File: src/rtl/iq_pkg.sv
package iq_pkg;
  typedef enum logic [1:0] {
    SLOT_FREE   = 2'd0,
    SLOT_WAIT   = 2'd1,
    SLOT_READY  = 2'd2,
    SLOT_ISSUED = 2'd3
  } slot_state_t;
endpackage

File: src/rtl/iq_oldest_pick.sv
// Picks the requesting slot with the smallest age rank (0 = oldest).
module iq_oldest_pick #(
  parameter int N  = 4,
  parameter int RW = 2,
  parameter int IW = 2
) (
  input  logic [N-1:0]    req,
  input  logic [N*RW-1:0] rank,
  output logic            found,
  output logic [IW-1:0]   idx
);
  logic [RW-1:0] best;
  always_comb begin
    found = 1'b0;
    idx   = '0;
    best  = '1;
    for (int i = 0; i < N; i++) begin
      if (req[i] && (!found || rank[i*RW +: RW] < best)) begin
        found = 1'b1;
        idx   = IW'(i);
        best  = rank[i*RW +: RW];
      end
    end
  end
endmodule

File: src/rtl/iq_rr_unit.sv
// Round-robin unit pointer for one resource group.
module iq_rr_unit #(
  parameter int UNITS = 3,
  localparam int UW = (UNITS > 1) ? $clog2(UNITS) : 1
) (
  input  logic          clk,
  input  logic          rst,
  input  logic          adv,
  output logic [UW-1:0] unit
);
  localparam logic [UW-1:0] LAST = UW'(UNITS - 1);
  always_ff @(posedge clk) begin
    if (rst)      unit <= '0;
    else if (adv) unit <= (unit == LAST) ? '0 : unit + UW'(1);
  end
endmodule

File: src/rtl/iq_stats.sv
// Occupancy and issue statistics, sampled on every edge.
module iq_stats #(
  parameter int OCC_W = 3,
  parameter int SUM_W = 16,
  parameter int CNT_W = 16
) (
  input  logic             clk,
  input  logic             rst,
  input  logic [OCC_W-1:0] occ,
  input  logic             issued,
  output logic [OCC_W-1:0] occ_max,
  output logic [SUM_W-1:0] occ_sum,
  output logic [CNT_W-1:0] hist_idle,
  output logic [CNT_W-1:0] hist_busy
);
  always_ff @(posedge clk) begin
    if (rst) begin
      occ_max   <= '0;
      occ_sum   <= '0;
      hist_idle <= '0;
      hist_busy <= '0;
    end else begin
      if (occ > occ_max) occ_max <= occ;
      occ_sum <= occ_sum + SUM_W'(occ);
      if (issued) hist_busy <= hist_busy + CNT_W'(1);
      else        hist_idle <= hist_idle + CNT_W'(1);
    end
  end
endmodule

File: src/rtl/oldest_issue_queue.sv
module oldest_issue_queue
  import iq_pkg::*;
#(
  parameter int DEPTH = 8,
  parameter int TAG_W = 6,
  parameter int NSRC  = 2,
  parameter int NGRP  = 2,
  parameter int UNITS = 3,
  parameter int LAT_W = 3,
  parameter int SUM_W = 24,
  parameter int CNT_W = 20,
  localparam int GRP_W  = (NGRP > 1) ? $clog2(NGRP) : 1,
  localparam int UNIT_W = (UNITS > 1) ? $clog2(UNITS) : 1,
  localparam int OCC_W  = $clog2(DEPTH + 1)
) (
  input  logic                 clk,
  input  logic                 rst,
  input  logic                 disp_valid,
  input  logic [NSRC*TAG_W-1:0] disp_src_tag,
  input  logic [NSRC-1:0]      disp_src_rdy,
  input  logic [TAG_W-1:0]     disp_dst_tag,
  input  logic [GRP_W-1:0]     disp_grp,
  input  logic [LAT_W-1:0]     disp_lat,
  output logic                 disp_ready,
  output logic                 iss_valid,
  output logic [TAG_W-1:0]     iss_tag,
  output logic [GRP_W-1:0]     iss_grp,
  output logic [UNIT_W-1:0]    iss_unit,
  output logic                 wb_valid,
  output logic [TAG_W-1:0]     wb_tag,
  output logic [OCC_W-1:0]     st_occ_max,
  output logic [SUM_W-1:0]     st_occ_sum,
  output logic [CNT_W-1:0]     st_hist_idle,
  output logic [CNT_W-1:0]     st_hist_busy
);
  localparam int IDX_W  = (DEPTH > 1) ? $clog2(DEPTH) : 1;
  localparam int RANK_W = IDX_W;

  // Per-slot storage
  slot_state_t      st      [DEPTH];
  logic [TAG_W-1:0] src_tag [DEPTH][NSRC];
  logic [NSRC-1:0]  src_ok  [DEPTH];
  logic [TAG_W-1:0] dst     [DEPTH];
  logic [GRP_W-1:0] grp     [DEPTH];
  logic [LAT_W-1:0] cnt     [DEPTH];
  logic [RANK_W-1:0] rank   [DEPTH];

  logic [DEPTH-1:0]        ready_vec, done_vec;
  logic [DEPTH*RANK_W-1:0] rank_flat;
  logic [OCC_W-1:0]        n_valid;
  logic                    free_found;
  logic [IDX_W-1:0]        free_idx;
  logic                    iss_found, dn_found;
  logic [IDX_W-1:0]        iss_idx, dn_idx;
  logic [TAG_W-1:0]        bc_tag;
  logic [NSRC-1:0]         src_nxt [DEPTH];
  logic                    disp_fire;
  logic [RANK_W-1:0]       new_rank;
  logic [NGRP-1:0]         rr_adv;
  logic [UNIT_W-1:0]       unit_vec [NGRP];

  always_comb begin
    n_valid    = '0;
    free_found = 1'b0;
    free_idx   = '0;
    for (int i = 0; i < DEPTH; i++) begin
      ready_vec[i] = (st[i] == SLOT_READY);
      done_vec[i]  = (st[i] == SLOT_ISSUED) && (cnt[i] <= LAT_W'(1));
      rank_flat[i*RANK_W +: RANK_W] = rank[i];
      if (st[i] != SLOT_FREE) n_valid = n_valid + OCC_W'(1);
    end
    for (int i = DEPTH - 1; i >= 0; i--) begin
      if (st[i] == SLOT_FREE) begin
        free_found = 1'b1;
        free_idx   = IDX_W'(i);
      end
    end
  end

  assign disp_ready = free_found;
  assign disp_fire  = disp_valid && free_found;

  iq_oldest_pick #(.N(DEPTH), .RW(RANK_W), .IW(IDX_W)) u_pick_iss (
    .req(ready_vec), .rank(rank_flat), .found(iss_found), .idx(iss_idx));

  iq_oldest_pick #(.N(DEPTH), .RW(RANK_W), .IW(IDX_W)) u_pick_done (
    .req(done_vec), .rank(rank_flat), .found(dn_found), .idx(dn_idx));

  assign bc_tag   = dst[dn_idx];
  assign new_rank = RANK_W'(n_valid - OCC_W'(dn_found));

  // Source-ready bits after this edge's broadcast (free slots use dispatch inputs)
  always_comb begin
    for (int i = 0; i < DEPTH; i++) begin
      src_nxt[i] = (st[i] == SLOT_FREE) ? disp_src_rdy : src_ok[i];
      for (int s = 0; s < NSRC; s++) begin
        if (dn_found) begin
          if (st[i] == SLOT_FREE) begin
            if (disp_src_tag[s*TAG_W +: TAG_W] == bc_tag) src_nxt[i][s] = 1'b1;
          end else if (src_tag[i][s] == bc_tag) begin
            src_nxt[i][s] = 1'b1;
          end
        end
      end
    end
  end

  for (genvar g = 0; g < NGRP; g++) begin : g_rr
    assign rr_adv[g] = iss_found && (grp[iss_idx] == GRP_W'(g));
    iq_rr_unit #(.UNITS(UNITS)) u_rr (
      .clk(clk), .rst(rst), .adv(rr_adv[g]), .unit(unit_vec[g]));
  end

  always_ff @(posedge clk) begin
    if (rst) begin
      for (int i = 0; i < DEPTH; i++) st[i] <= SLOT_FREE;
      iss_valid <= 1'b0;
      iss_tag   <= '0;
      iss_grp   <= '0;
      iss_unit  <= '0;
      wb_valid  <= 1'b0;
      wb_tag    <= '0;
    end else begin
      iss_valid <= iss_found;
      wb_valid  <= dn_found;
      if (iss_found) begin
        iss_tag  <= dst[iss_idx];
        iss_grp  <= grp[iss_idx];
        iss_unit <= unit_vec[grp[iss_idx]];
      end
      if (dn_found) wb_tag <= bc_tag;
      for (int i = 0; i < DEPTH; i++) begin
        if (dn_found && st[i] != SLOT_FREE && rank[i] > rank[dn_idx])
          rank[i] <= rank[i] - RANK_W'(1);
        case (st[i])
          SLOT_FREE: begin
            if (disp_fire && free_idx == IDX_W'(i)) begin
              for (int s = 0; s < NSRC; s++)
                src_tag[i][s] <= disp_src_tag[s*TAG_W +: TAG_W];
              src_ok[i] <= src_nxt[i];
              dst[i]    <= disp_dst_tag;
              grp[i]    <= disp_grp;
              cnt[i]    <= (disp_lat == '0) ? LAT_W'(1) : disp_lat;
              rank[i]   <= new_rank;
              st[i]     <= (&src_nxt[i]) ? SLOT_READY : SLOT_WAIT;
            end
          end
          SLOT_WAIT: begin
            src_ok[i] <= src_nxt[i];
            if (&src_nxt[i]) st[i] <= SLOT_READY;
          end
          SLOT_READY: begin
            if (iss_found && iss_idx == IDX_W'(i)) st[i] <= SLOT_ISSUED;
          end
          SLOT_ISSUED: begin
            if (dn_found && dn_idx == IDX_W'(i)) st[i] <= SLOT_FREE;
            else if (cnt[i] > LAT_W'(1))         cnt[i] <= cnt[i] - LAT_W'(1);
          end
          default: st[i] <= SLOT_FREE;
        endcase
      end
    end
  end

  iq_stats #(.OCC_W(OCC_W), .SUM_W(SUM_W), .CNT_W(CNT_W)) u_stats (
    .clk(clk), .rst(rst), .occ(n_valid), .issued(iss_found),
    .occ_max(st_occ_max), .occ_sum(st_occ_sum),
    .hist_idle(st_hist_idle), .hist_busy(st_hist_busy));

endmodule

File: config.mk
export PLATFORM = sky130hd
export DESIGN_NAME = oldest_issue_queue
export DESIGN_NICKNAME = d
export VERILOG_FILES = /design/src/rtl/iq_pkg.sv /design/src/rtl/iq_oldest_pick.sv /design/src/rtl/iq_rr_unit.sv /design/src/rtl/iq_stats.sv /design/src/rtl/oldest_issue_queue.sv
export SDC_FILE = /design/constraint.sdc
export NUM_CORES = 1
export LEC_CHECK = 0
export ABC_AREA = 1
export BUFFER_PORTS_ARGS = -buffer_cell sky130_fd_sc_hd__buf_2
export CORE_UTILIZATION = 35
export CTS_BUF_LIST = sky130_fd_sc_hd__clkbuf_8
export DETAILED_ROUTE_END_ITERATION = 8
export GPL_TIMING_DRIVEN = 0
export MAX_ROUTING_LAYER = met4
export SYNTH_ARGS = -nofsm -noshare
export SYNTH_HDL_FRONTEND = slang
export SYNTH_HIERARCHICAL = 1
export SYNTH_SLANG_ARGS = --single-unit
File: constraint.sdc
create_clock -name clk -period 10.2 [get_ports clk]
set_input_delay 1.02 -clock clk [delete_from_list [all_inputs] [get_ports clk]]
set_output_delay 1.02 -clock clk [all_outputs]
set_load 0.03 [all_outputs]
; Word-level counts from Yosys, hierarchy flattened
; Memories as Yosys holds them, arrays and structs flattened. A register that Yosys moved wholly into a read port is not among the register bits.
; Index checks and enable logic that the tools add are counted.
[word_totals]
reg_bits = 83
mem_bits_rw = 232
inputBits = 27
out_inout_bits = 86
wordCells = 843
n_memories = 7
[memory_table]
columns = name, words, word_bits, read_ports, rd_clocked_by_memory_dff, wr, line
row1 = src_tag, 8, 12, 8, 0, 1, oldest_issue_queue.sv:41  ; logic [TAG_W-1:0] src_tag [DEPTH][NSRC];
row2 = dst, 8, 6, 2, 1, 1, oldest_issue_queue.sv:43  ; logic [TAG_W-1:0] dst [DEPTH];
row3 = cnt, 8, 3, 8, 0, 8, oldest_issue_queue.sv:45  ; logic [LAT_W-1:0] cnt [DEPTH];
row4 = rank, 8, 3, 9, 0, 8, oldest_issue_queue.sv:46  ; logic [RANK_W-1:0] rank [DEPTH];
row5 = src_ok, 8, 2, 8, 0, 8, oldest_issue_queue.sv:42  ; logic [NSRC-1:0] src_ok [DEPTH];
row6 = st, 8, 2, 8, 0, 8, oldest_issue_queue.sv:40  ; slot_state_t st [DEPTH];
row7 = +1 memories, --, --, --, --, --, --
[classes]
addsub = 29
n_lt_le_gt_ge = 40
eq_ne = 65
n_mux = 491
bitwise_logic = 58
reduce_logical = 142
[ops]
columns = operator, n
row1 = 1-bit 2-to-1 mux, 337
row2 = 3-bit 2-to-1 mux, 68
row3 = 2-bit 2-to-1 mux, 65
row4 = 6-bit == test, 18
row5 = 12-bit 2-to-1 mux, 7
row6 = 12-bit OR reduction, 7
row7 = 1-bit logical AND, 65
row8 = 1-bit OR, 56
row9 = 3-bit by 1-bit subtractor with 3-bit output (second input constant), 16
row10 = 3-bit < comparator, 14
row11 = 6-bit 2-to-1 mux, 7
row12 = 6-bit OR reduction, 7
row13 = 20-bit by 1-bit adder with 20-bit output (second input constant), 2
row14 = 2-bit == test (second input constant), 18
row15 = 3-bit == test (second input constant), 12
row16 = 4-bit by 1-bit adder with 4-bit output (second input constant), 7
row17 = 4-bit 2-to-1 mux, 7
row18 = 24-bit by 4-bit adder with 24-bit output, 1
row19 = 3-bit by 1-bit greater-than comparator with 1-bit output (second input constant), 8
row20 = 3-bit greater-than comparator, 8
row21 = 3-bit by 1-bit less-or-equal comparator with 1-bit output (second input constant), 8
row22 = 3-bit by 2-bit == test with 1-bit output (second input constant), 6
row23 = 2-bit by 1-bit == test with 1-bit output (second input constant), 8
row24 = 2-bit logical NOT, 8
row25 = 13 further kinds, 65

; Logic depth before layout (Yosys ltp)
; An unclocked memory read counts as a cell.
[logic_depth]
depth_word = 45
ltp_mapped = 84
depth_no_buf = 81

; Modules after synthesis
; The synthesis kept the hierarchy.
[modules_own_cells]
columns = module, n_inst, cells_each, area_per_inst_um2, seq_area_each_um2
row1 = oldest_issue_queue, 1, 1634, 14382.5, 7307.0
row2 = iq_stats, 1, 504, 3478.3, 1361.3
row3 = iq_oldest_pick (u_pick_done), 1, 178, 879.6, 0.0
row4 = iq_oldest_pick (u_pick_iss), 1, 176, 872.1, 0.0
row5 = iq_rr_unit, 2, 13, 85.1, 40.0

; Worst setup path before layout
; OpenSTA, ideal clock, no wires.
[synth_path]
path_kind = register to register
startpoint = mem cnt[0][2]
endpoint = mem rank[0][0] (netlist bit) (enable)
setup_time_ps = 344
arrival_ps = 8073
required_ps = 9856
setup_slack_ps = 1783
path_stages_with_launch = 65
path_buffers = 0
synth_period_minus_slack_ps = 8417
cell_sequence = edfxtp_1 -> or2_2 -> nor2_1 -> inv_2 -> nor2_2 -> nand2_1 -> nand3_2 -> inv_1 -> a21oi_1 -> inv_1 -> ha_1 -> nand2_1 -> inv_2 -> nand2_1 -> nand2_1 -> nand2_2 -> nand2_4 -> o21ai_0 -> [29 not listed] -> nand2_1 -> o21ai_1 -> ha_1 -> a21oi_1 -> nand2_1 -> nand2_1 -> nand2_2 -> nand2_1 -> inv_2 -> nor2_4 -> inv_1 -> o22ai_1 -> a221oi_1 -> o21ai_0 -> ha_1 -> inv_1 -> o211ai_1 -> o21ai_0
[synth_rtl]
columns = element, line
row1 = "start, declared", oldest_issue_queue.sv:45
row2 = "end, declared", oldest_issue_queue.sv:46

==> impl_metrics.toml <==
[synth]
yosys_top_cell_by_area = "sky130_fd_sc_hd__edfxtp_1"
synth_top_area_share_pct = 35.22
synth.net_count = 2627
yosysSeqAreaShare_pct = 44.22
yosysWarningCount = 6
synth_top_flop_cell = "sky130_fd_sc_hd__edfxtp_1"
synth-seq-cells = 321
syn_area_per_cell_um2 = 7.857
synthXorXnorAreaFrac_pct = 2.517
synth-compound-area-share_pct = 8.627
synth.cell_area_mm2 = 0.01978
post_synth_edffs = 232
yosysMostFrequentCell = "sky130_fd_sc_hd__nand2_1"
synth_top_family_by_area = "simple AND/OR/NAND/NOR gates"
post_synth_mux_area_share_pct = 0
synth_top_cells_by_area = "sky130_fd_sc_hd__edfxtp_1 35%, sky130_fd_sc_hd__nand2_1 14%, sky130_fd_sc_hd__dfxtp_1 9.0%"
synth_cell_type_count = 54
async_flop_share_pct = 0
yosys.area_share.adder_pct = 5.224
synth_simple_gate_area_share_pct = 31.46
synth_top_cells_by_count = "742 x sky130_fd_sc_hd__nand2_1, 312 x sky130_fd_sc_hd__inv_1, 232 x sky130_fd_sc_hd__edfxtp_1"
synth_cells = 2518

[sta]
fmax_mhz = 106.3
finalCritPeriodShare_pct = 92.25
tns_ns = 0
hold_viol_final = 0
tightest_slew_margin_relative_to_the_limit_pct = 8.065
slew_at_the_pin_closest_to_its_max_slew_limit_ns = 1.378
rsz0062_at_grt = "false"
finalMaxSlewViolations = 0
finClkSkew_ns = 0.02541
report.final.setup_viol = 0
layout_min_cycle_time_ns = 9.410

[critical_path]
worstRegToRegCells = 72
end_kind = "flop"
worst_setup_path_start_kind = "flop"
regToRegStartpoint = "cnt[0][2]"
critical_path.max_stage_delay_ns = 0.41
crit_fanout = 10
timing.critical_path.slowest_stage_cell = "sky130_fd_sc_hd__edfxtp_1"
critical_path_arrival_ns = 9.75
cp_common_cell = "sky130_fd_sc_hd__nand2_1"
cp.required_ns = 10.54
slack_of_the_worst_reg_to_reg_path_ns = 0.79
r2r_end = "st[1][7]"
setup.worst_path.class = "flop to flop"

[drt]
drt-pass1-iter-count = 5
postRouteAntennaNets = 0
drc = 0
routedWlPerCell_um = 17.14
detail_route.wirelength_um = 59880
number_of_drc_violations_after_detailed_routing_iteration_0 = 1468
num_vias = 17606
detail_route.vias_per_cell = 5.039

[floorplan]
dieHeight_um = 239.7
floorplan.die.width_um = 239.7
fp.coreArea_mm2 = 0.05552
io_pins = 113
initial_utilization_pct = 35.63
die_area_mm2 = 0.05748
rows = 86

[final_layout]
area_growth_pct = 15.05
nets = 2804
fillerInstances = 5679
final_layout_size_suffix_gt1_share_pct = 13.16
finish.utilization_pct = 40.99
finalNonFillerCells = 3494
fin_area_mm2 = 0.02276

[placement]
hpwlAfterDp_um = 43930
place_inst = 3380
gp_congestion = 0.8933
io_buffers = 111
post_dp_cell_area_mm2 = 0.02138

[power]
p_leak_nw = 10.33
power-per-cell-area_mw_per_mm2 = 182.4
vdd_ir_drop_max_uv = 121.5

[clock_tree]
tritoncts = "built"
clock_path_buffers = 3
htree_levels = 2
cts_hold_buffers = 0
numClockSinks = 321
clock_latency_ns = 0.66
tritoncts.num_buffers = 58
cts.clk_slew.worst_paths_ns = 0.06
ctsRootBufferMaster = "sky130_fd_sc_hd__clkbuf_8"

[worst_hold_path]
worstHoldStart = "u_stats/hist_idle[4]"
worstHoldPathType = "flop to flop"
worstHoldEndpoint = "u_stats/hist_idle[4]"
min_delay_path_depth = 2

[global_routing]
largest_net_degree_at_the_start_of_global_routing = 28
grt_first_pass_wirelength_um = 92460
first_global_vias = 16804
antenna_found_initial = 4
grt_use_total_pct = 21.36
global_route.overflow_total = 0

[run_status]
outcome = "finished clean"

[flow_run]
max_cap_viol_count = 0
[worst max path at each step]
stage	slack [ns]	cells after the start	endpoint	startpoint
after global placement	-0.37	64	rank[5][0]	cnt[0][2]
after global routing	0.05	77	st[1][7]	cnt[0][2]
after detailed placement	-0.61	64	rank[4][2]	cnt[0][2]
final	0.79	72	st[1][7]	cnt[0][2]
after floorplan	1.78	64	rank[0][0]	cnt[0][2]
after CTS	0.002	64	rank[4][2]	cnt[0][2]
[area by class of cell]
type / instances / area [um2] / area share [%]
clock inverter: 40 / 276.5 / 1.215
sequential: 321 / 8748 / 38.44
buffer: 51 / 325.3 / 1.429
multi-input combinational: 1813 / 9595 / 42.16
tap: 748 / 935.9 / 4.112
clock buffer: 69 / 949.7 / 4.173
timing repair buffer: 117 / 673.1 / 2.958
inverter: 333 / 1250 / 5.492
antenna: 2 / 5.005 / 0.02199
[per-layer routing]
| layer | wire [um] | part of all wire (%) | track usage (%) | vias to the layer above |
|---|---|---|---|---|
| met5 | 0 | 0 | - | - |
| met1 | 26390 | 44 | 26.84 | 8287 |
| met2 | 28190 | 47 | 34.84 | 511 |
| met3 | 3532 | 5.9 | 3.123 | 108 |
| li1 | - | - | - | 8700 |
| met4 | 1758 | 2.9 | 7.653 | 0 |
[flip-flops by register name, summed over array words and instances (netlist names), 2 cells and up]
register / flops
u_stats/hist_idle: 20
g_rr.u_rr/unit: 4
st: 16
wb_tag: 6
u_stats/occ_sum: 24
cnt: 24
grp: 8
u_stats/occ_max: 4
rank: 24
iss_unit: 2
dst: 48
src_tag: 96
u_stats/hist_busy: 20
src_ok: 16
iss_tag: 6
[critical path: cells and delay by family (launching register included)]
kind	cells	cell delay [ns]
flops	1	0.41
buf+inv	11	0.96
simple gates	46	4.61
fa+ha+maj	6	1.67
compound gates	9	1.42
[metrics by stage]
stage | hold WS, ns | power [mW] | setup slack [ns]
after floorplan | 0.4586 | 2.477 | 1.783
after global placement | 0.4638 | 2.817 | -0.3695
after detailed placement | 0.4837 | 2.864 | -0.6070
after CTS | 0.4933 | 4.160 | 0.002425
after global routing | 0.5273 | 4.389 | 0.05396
final | 0.4912 | 4.151 | 0.7902
[timing repair]
| item | 4_1_cts | 5_1_grt |
|---|---|---|
| endpoints found under the setup margin | 24 | 77 |
| resized for setup | 3 | 23 |
| buffers inserted | 0 | 2 |
| pin swaps | 0 | 2 |
[power by group]
part | total (mW) | leakage, nW | internal (mW) | switching, mW
Combinational | 1.32 | 6.79 | 0.406 | 0.910
Clock | 1.29 | 0.691 | 0.714 | 0.575
Sequential | 1.55 | 2.84 | 1.49 | 0.0569
[logic make-up (layout without fill, tap and decap cells)]
| kind of cell | after synthesis | count (layout) |
|---|---|---|
| AOI/OAI and AO/OA | 299 | 299 |
| xor gates and xnor gates | 55 | 55 |
| adders and majority gates | 82 | 82 |
| buffers and inverters | 384 | 610 |
| DFF | 321 | 321 |
| other | 0 | 2 |
| and+or+nand+nor | 1377 | 1377 |
[cells in the final DEF (no fill, tap or decap), types with 8 or more instances in the layout]
cell	count
sky130_fd_sc_hd__nand3_1	181
sky130_fd_sc_hd__inv_2	12
sky130_fd_sc_hd__buf_2	121
sky130_fd_sc_hd__inv_1	327
sky130_fd_sc_hd__nand2_4	15
sky130_fd_sc_hd__a211oi_1	8
sky130_fd_sc_hd__nand3_4	9
sky130_fd_sc_hd__o211ai_1	12
sky130_fd_sc_hd__or2_2	21
sky130_fd_sc_hd__dfxtp_1	89
sky130_fd_sc_hd__a21oi_1	83
sky130_fd_sc_hd__nor3_1	25
sky130_fd_sc_hd__nor2_2	11
sky130_fd_sc_hd__buf_6	10
sky130_fd_sc_hd__xor2_1	27
sky130_fd_sc_hd__clkbuf_1	21
sky130_fd_sc_hd__nand2_1	740
sky130_fd_sc_hd__o21ai_0	121
sky130_fd_sc_hd__nand3_2	11
sky130_fd_sc_hd__o21bai_1	8
sky130_fd_sc_hd__nor2_1	215
sky130_fd_sc_hd__nand4_1	35
sky130_fd_sc_hd__edfxtp_1	232
sky130_fd_sc_hd__clkinv_1	22
sky130_fd_sc_hd__clkbuf_8	69
sky130_fd_sc_hd__nand2_2	34
sky130_fd_sc_hd__o21ai_1	13
sky130_fd_sc_hd__nor2_4	16
sky130_fd_sc_hd__nand3b_1	41
sky130_fd_sc_hd__and2_1	9
sky130_fd_sc_hd__ha_1	81
sky130_fd_sc_hd__xnor2_1	27
sky130_fd_sc_hd__a22oi_1	29
Power figures use the tool's default switching activity.
